--- config.mk ---
export PLATFORM = sky130hd
export DESIGN_NAME = tmr16_compare_timer
export DESIGN_NICKNAME = d
export VERILOG_FILES = /design/src/rtl/tmr16_pkg.sv /design/src/rtl/tmr16_counter.sv /design/src/rtl/tmr16_cmp_chan.sv /design/src/rtl/tmr16_compare_timer.sv
export SDC_FILE = /design/constraint.sdc
export NUM_CORES = 1
export LEC_CHECK = 0
export ABC_CLOCK_PERIOD_IN_PS = 5300
export BUFFER_PORTS_ARGS = -buffer_cell sky130_fd_sc_hd__clkbuf_2
export CORE_ASPECT_RATIO = 0.5
export CORE_MARGIN = 4
export CORE_UTILIZATION = 60
export CTS_CLUSTER_SIZE = 12
export DETAILED_ROUTE_END_ITERATION = 12
export PLACE_DENSITY = 0.8
export SYNTH_ARGS = -nofsm -noshare
export SYNTH_HDL_FRONTEND = slang
export SYNTH_SLANG_ARGS = --single-unit
--- constraint.sdc ---
create_clock -name clk -period 5.3 [get_ports clk]
set_clock_uncertainty 0.15 [all_clocks]
set_input_delay 0.795 -clock clk [delete_from_list [all_inputs] [get_ports clk]]
set_output_delay 0.795 -clock clk [all_outputs]
set_load 0.02 [all_outputs]
--- src/rtl/tmr16_pkg.sv ---
// Package: shared encodings for the compare timer.
// Assumes at most two compare channels, because the address map places
// the top register right after compare register B.
package tmr16_pkg;

    localparam logic [3:0] MODE_FREE    = 4'd0;
    localparam logic [3:0] MODE_CLR_A   = 4'd4;
    localparam logic [3:0] MODE_CLR_ALT = 4'd12;

    typedef enum logic [1:0] {
        ACT_NONE   = 2'b00,
        ACT_TOGGLE = 2'b01,
        ACT_CLEAR  = 2'b10,
        ACT_SET    = 2'b11
    } cmp_act_e;

    localparam logic [2:0] REG_COUNT   = 3'd0;
    localparam logic [2:0] REG_CMP0    = 3'd1;
    localparam logic [2:0] REG_TOP     = 3'd3;
    localparam logic [2:0] REG_FLAGS   = 3'd4;
    localparam logic [2:0] REG_PRESET  = 3'd5;
    localparam logic [2:0] REG_DIR     = 3'd6;

    // Returns the next output register value for a given action code.
    function automatic logic apply_act(input cmp_act_e act, input logic cur);
        case (act)
            ACT_TOGGLE: apply_act = ~cur;
            ACT_CLEAR:  apply_act = 1'b0;
            ACT_SET:    apply_act = 1'b1;
            default:    apply_act = cur;
        endcase
    endfunction

endpackage

--- src/rtl/tmr16_counter.sv ---
// Counter core: counts up on tick, and in the two clear modes returns to
// zero at the selected top. It keeps the sticky overflow flag and the
// one-tick hit block that follows a software load of the counter.
// Assumes: a load beats a tick, and an overflow set beats its clear.
module tmr16_counter
    import tmr16_pkg::*;
#(
    parameter int WIDTH = 16
) (
    input  logic             clk,
    input  logic             rst_n,
    input  logic             tick,
    input  logic             cnt_wr,
    input  logic [WIDTH-1:0] wr_data,
    input  logic [3:0]       mode_sel,
    input  logic [WIDTH-1:0] top_a,
    input  logic [WIDTH-1:0] top_alt,
    input  logic             ovf_clr,
    output logic [WIDTH-1:0] count,
    output logic             ovf_flag,
    output logic             blk
);
    localparam logic [WIDTH-1:0] FULL = {WIDTH{1'b1}};

    logic [WIDTH-1:0] count_q;
    logic [WIDTH-1:0] top_sel;
    logic             is_clr_mode;
    logic             at_top;
    logic             ovf_q;
    logic             blk_q;

    // Select the top value and decide whether this tick clears the counter.
    always_comb begin
        top_sel     = (mode_sel == MODE_CLR_ALT) ? top_alt : top_a;
        is_clr_mode = (mode_sel == MODE_CLR_A) || (mode_sel == MODE_CLR_ALT);
        at_top      = is_clr_mode && !blk_q && (count_q == top_sel);
    end

    // Counter register: a software load first, then the tick step.
    always_ff @(posedge clk) begin
        if (!rst_n)
            count_q <= '0;
        else if (cnt_wr)
            count_q <= wr_data;
        else if (tick)
            count_q <= at_top ? '0 : count_q + 1'b1;
    end

    // Overflow flag: set at rollover, cleared by software write-one.
    always_ff @(posedge clk) begin
        if (!rst_n)
            ovf_q <= 1'b0;
        else if (tick && !cnt_wr && (count_q == FULL))
            ovf_q <= 1'b1;
        else if (ovf_clr)
            ovf_q <= 1'b0;
    end

    // Hit block: armed by a counter load, released by the next tick.
    always_ff @(posedge clk) begin
        if (!rst_n)
            blk_q <= 1'b0;
        else if (cnt_wr)
            blk_q <= 1'b1;
        else if (tick)
            blk_q <= 1'b0;
    end

    assign count    = count_q;
    assign ovf_flag = ovf_q;
    assign blk      = blk_q;

endmodule

--- src/rtl/tmr16_cmp_chan.sv ---
// One compare channel: detects a hit, keeps the sticky match flag and the
// output register, and gates the pin.
// Assumes: the caller supplies the hit block and the counter-load strobe.
// Priority on the output register is hit or force first, then preset.
module tmr16_cmp_chan
    import tmr16_pkg::*;
#(
    parameter int WIDTH = 16
) (
    input  logic             clk,
    input  logic             rst_n,
    input  logic             tick,
    input  logic             cnt_wr,
    input  logic             blk,
    input  logic [WIDTH-1:0] count,
    input  logic [WIDTH-1:0] cmp_val,
    input  logic [1:0]       act,
    input  logic             force_i,
    input  logic             preset_wr,
    input  logic             preset_val,
    input  logic             flag_clr,
    input  logic             oe,
    output logic             match_flag,
    output logic             oreg,
    output logic             pin_out
);
    logic hit;
    logic do_act;
    logic flag_q;
    logic oreg_q;

    // Hit detection and the combined action request.
    always_comb begin
        hit    = tick && !cnt_wr && !blk && (count == cmp_val);
        do_act = hit || force_i;
    end

    // Match flag: set by a hit, cleared by software write-one.
    always_ff @(posedge clk) begin
        if (!rst_n)
            flag_q <= 1'b0;
        else if (hit)
            flag_q <= 1'b1;
        else if (flag_clr)
            flag_q <= 1'b0;
    end

    // Output register: the compare action beats a software preset.
    always_ff @(posedge clk) begin
        if (!rst_n)
            oreg_q <= 1'b0;
        else if (do_act)
            oreg_q <= apply_act(cmp_act_e'(act), oreg_q);
        else if (preset_wr)
            oreg_q <= preset_val;
    end

    assign match_flag = flag_q;
    assign oreg       = oreg_q;
    assign pin_out    = oe && (act != ACT_NONE) && oreg_q;

endmodule

--- src/rtl/tmr16_compare_timer.sv ---
// Top level: holds the write-port registers (compare values, top value,
// direction bits), decodes writes, and builds the counter and channels.
// Assumes: NUM_CH is at most 2 (compare registers sit at 1..NUM_CH).
module tmr16_compare_timer
    import tmr16_pkg::*;
#(
    parameter int WIDTH  = 16,
    parameter int NUM_CH = 2
) (
    input  logic                clk,
    input  logic                rst_n,
    input  logic                tick,
    input  logic                wr_en,
    input  logic [2:0]          wr_addr,
    input  logic [WIDTH-1:0]    wr_data,
    input  logic [3:0]          mode_sel,
    input  logic [2*NUM_CH-1:0] cmp_mode,
    input  logic [NUM_CH-1:0]   force_cmp,
    output logic [WIDTH-1:0]    count,
    output logic                ovf_flag,
    output logic [NUM_CH-1:0]   match_flag,
    output logic [NUM_CH-1:0]   pin_out,
    output logic [NUM_CH-1:0]   pin_oe
);
    logic [NUM_CH-1:0][WIDTH-1:0] cmp_q;
    logic [WIDTH-1:0]             top_q;
    logic [NUM_CH-1:0]            dir_q;
    logic [NUM_CH-1:0]            oreg;
    logic                         cnt_wr;
    logic                         flag_wr;
    logic                         preset_wr;
    logic                         blk;

    // Write decode for the strobes that the submodules consume.
    always_comb begin
        cnt_wr    = wr_en && (wr_addr == REG_COUNT);
        flag_wr   = wr_en && (wr_addr == REG_FLAGS);
        preset_wr = wr_en && (wr_addr == REG_PRESET);
    end

    // Compare, top and direction registers loaded from the write port.
    always_ff @(posedge clk) begin
        if (!rst_n) begin
            cmp_q <= '0;
            top_q <= '0;
            dir_q <= '0;
        end else if (wr_en) begin
            for (int i = 0; i < NUM_CH; i++)
                if (wr_addr == REG_CMP0 + 3'(i))
                    cmp_q[i] <= wr_data;
            if (wr_addr == REG_TOP)
                top_q <= wr_data;
            if (wr_addr == REG_DIR)
                dir_q <= wr_data[NUM_CH-1:0];
        end
    end

    tmr16_counter #(.WIDTH(WIDTH)) u_cnt (
        .clk      (clk),
        .rst_n    (rst_n),
        .tick     (tick),
        .cnt_wr   (cnt_wr),
        .wr_data  (wr_data),
        .mode_sel (mode_sel),
        .top_a    (cmp_q[0]),
        .top_alt  (top_q),
        .ovf_clr  (flag_wr && wr_data[0]),
        .count    (count),
        .ovf_flag (ovf_flag),
        .blk      (blk)
    );

    for (genvar g = 0; g < NUM_CH; g++) begin : g_ch
        tmr16_cmp_chan #(.WIDTH(WIDTH)) u_ch (
            .clk        (clk),
            .rst_n      (rst_n),
            .tick       (tick),
            .cnt_wr     (cnt_wr),
            .blk        (blk),
            .count      (count),
            .cmp_val    (cmp_q[g]),
            .act        (cmp_mode[2*g +: 2]),
            .force_i    (force_cmp[g]),
            .preset_wr  (preset_wr),
            .preset_val (wr_data[g]),
            .flag_clr   (flag_wr && wr_data[g+1]),
            .oe         (dir_q[g]),
            .match_flag (match_flag[g]),
            .oreg       (oreg[g]),
            .pin_out    (pin_out[g])
        );
    end

    assign pin_oe = dir_q;

endmodule

==> results.yml <==
yosys:
  synthAdderAreaFrac: 0.00316
  yosysWarnings: 0
  synth-compound-area-share: 0.159
  synth_ff_type: "dfxtp_1"
  synth_mux_area_frac: 0.0278
  synth_nets: 528
  synth_xor_area_frac: 0.126
  synth_top_family_by_area: "simple AND/OR/NAND/NOR gates"
  synth-seq-area-share: 0.364
  synth_edf_count: 0
  syn_area_per_cell_um2: 8.01
  synth-seq-cells: 72
  yosysUniqueCellTypes: 48
  synth_simple_gate_area_share: 0.231
  yosysTopAreaCellShare: 0.364
  syn_area_um2: 3960
  synth_largest_area_cell: "dfxtp_1"
  synth_area_leaders: "dfxtp_1, nand2_1, xnor2_1, a21oi_1, xor2_1"
  async_flop_share: 0
  synthCells: 494
sta:
  finalHoldViolations: 0
  fin_setup_tns_ps: 0
  rsz0062_at_grt: "no"
  slew_headroom: 0.269
  worst_pin_slew_ps: 1090
  fmax_ghz: 0.296
  finalMaxSlewViolations: 0
  worst_hold_slack_ps: 315
  setup_violations: 0
  finalCritPeriodShare: 0.636
  min_period_ps: 3370
floorplan:
  start_util: 0.635
  num_io_pins: 56
  coreArea_um2: 6230
  die_area_um2: 8030
  rows: 20
  die_h_um: 65.4
  die_w_um: 123
hold_path:
  hp-class: "register to register"
worst_setup_path:
  path_max_fanout: 16
  worstSetupStartpointType: "primary input"
  cp.required_ps: 5320
  worstSetupPathType: "primary input to register"
  crit_path_end_kind: "register"
  r2r_setup_slack_ps: 2440
  arrival_ps: 3390
layout:
  final_util: 0.697
  drive_gt1_frac: 0.161
  final_cells: 611
  layout_commonest_cell: "nand2_1"
  multi_input_area_um2: 2180
  nets: 552
  final_cell_mix: "nand2_1, dfxtp_1, a21oi_1, clkbuf_2, xnor2_1"
  area_growth_pct: 9.84
  antenna_cells: 0
  nFillCells: 541
  regArea_um2: 1440
detailed_routing:
  vias: 3566
  wl_per_cell_um: 17.5
  drtIter0Drc: 365
  drc: 0
  firstDrtPassIters: 5
  final_antenna_net_count: 0
  viasPerCell: 5.84
  routed_wl_um: 10700
placement:
  dp_cells: 595
  dpl.hpwl_um: 7270
  place.gp.congestion: 0.892
  port_buffers: 55
status:
  status: "completed"
clock_network:
  postCtsResizedCells: 0
  cts_buffers: 9
  root_buffer: "clkbuf_16"
  cts_num_sinks: 72
  cts_max_path_buffers: 2
  cts_tree: "done"
  post-cts-setup-buffers: 0
  cts_hold_buf: 0
  cts.clk_slew.worst_paths_ps: 60
  clk_latency_ps: 340
  htreeDepth: 3
run:
  cap_violations: 0
pwr:
  cellLeakagePower_nw: 1.57
  power_density_nw_per_um2: 297
  p_total_w: 0.00129
  irDropWorstVdd_mv: 0.231
global_route:
  gr-total-overflow: 0
  grt_max_degree: 37
  grt_pass1_vias: 3323
  grt.total_usage: 0.280
  grt_pass1_wl_um: 17100
  grt_antenna_before_repair: 0
## registers in the layout, indices dropped and copies added, names as in the netlist
register,cells
u_cnt.ovf_flag,1
cmp_q,32
u_cnt.blk,1
u_cnt.count,16
top_q,16
g_ch.u_ch.oreg,2
g_ch.u_ch.match_flag,2
pin_oe,2
## cell usage after synthesis (11+ instances only)
library cell / count
nand2_1: 116
buf_4: 12
nand4_1: 13
xor2_1: 15
mux2i_1: 11
o22ai_1: 15
dfxtp_1: 72
inv_1: 11
xnor2_1: 42
nor3b_1: 13
a21oi_1: 70
clkbuf_1: 20
nor2_1: 12
## routing by layer
metal	wire, µm	global-route usage
met2	4570	0.408
met5	0	0
met3	1130	0.0825
met4	132	0.0851
met1	4850	0.398
## worst paths after layout
check,from,to,depth (start not counted)
max reg2reg,u_cnt.count[10]$_SDFFE_PN0P_,u_cnt.count[8]$_SDFFE_PN0P_,6
min reg2reg,cmp_q[6]$_SDFFE_PN0P_,cmp_q[6]$_SDFFE_PN0P_,2
min,cmp_q[6]$_SDFFE_PN0P_,cmp_q[6]$_SDFFE_PN0P_,2
max,mode_sel[0],u_cnt.count[8]$_SDFFE_PN0P_,7
## report_power, final
group | internal (W) | switching (W) | leakage, nW
logic | 0.0000591 | 0.0000955 | 0.851
registers | 0.000558 | 0.0000221 | 0.583
clock network | 0.000326 | 0.000230 | 0.134
total | 0.000943 | 0.000348 | 1.57
## worst max-delay path, stage by stage
cell,delay [ps]
clkbuf_2,90
and4bb_1,680
mux2i_1,290
xor2_1,160
nand4_1,180
o41ai_4,1040
o22ai_1,150
## final cells by class
type                            instances  share of cell area
Sequential cell                        72               0.332
Multi-Input combinational cell        365               0.501
Clock buffer                           10              0.0550
Inverter                               12              0.0104
Clock inverter                          6             0.00806
Tap cell                               88              0.0253
Timing Repair Buffer                   58              0.0685
## metrics by stage
stage	setup slack [ps]	cell area, µm²
final	1930	4340
after global routing	1660	4340
after CTS	1970	4340
after detailed placement	1630	4070
after global placement	1730	4070
after floorplan	2600	3960
## kinds of logic (layout without fill, tap and decap cells)
group                    Yosys count  in the layout
AND/OR/NAND/NOR                  193            193
AO/OA/AOI/OAI                    103            103
adder cells (fa/ha/maj)            1              1
buffers and inverters             57             86
flip-flops                        72             72
multiplexers                      11             11
XOR/XNOR                          57             57
(Power assumes the default switching activity.)
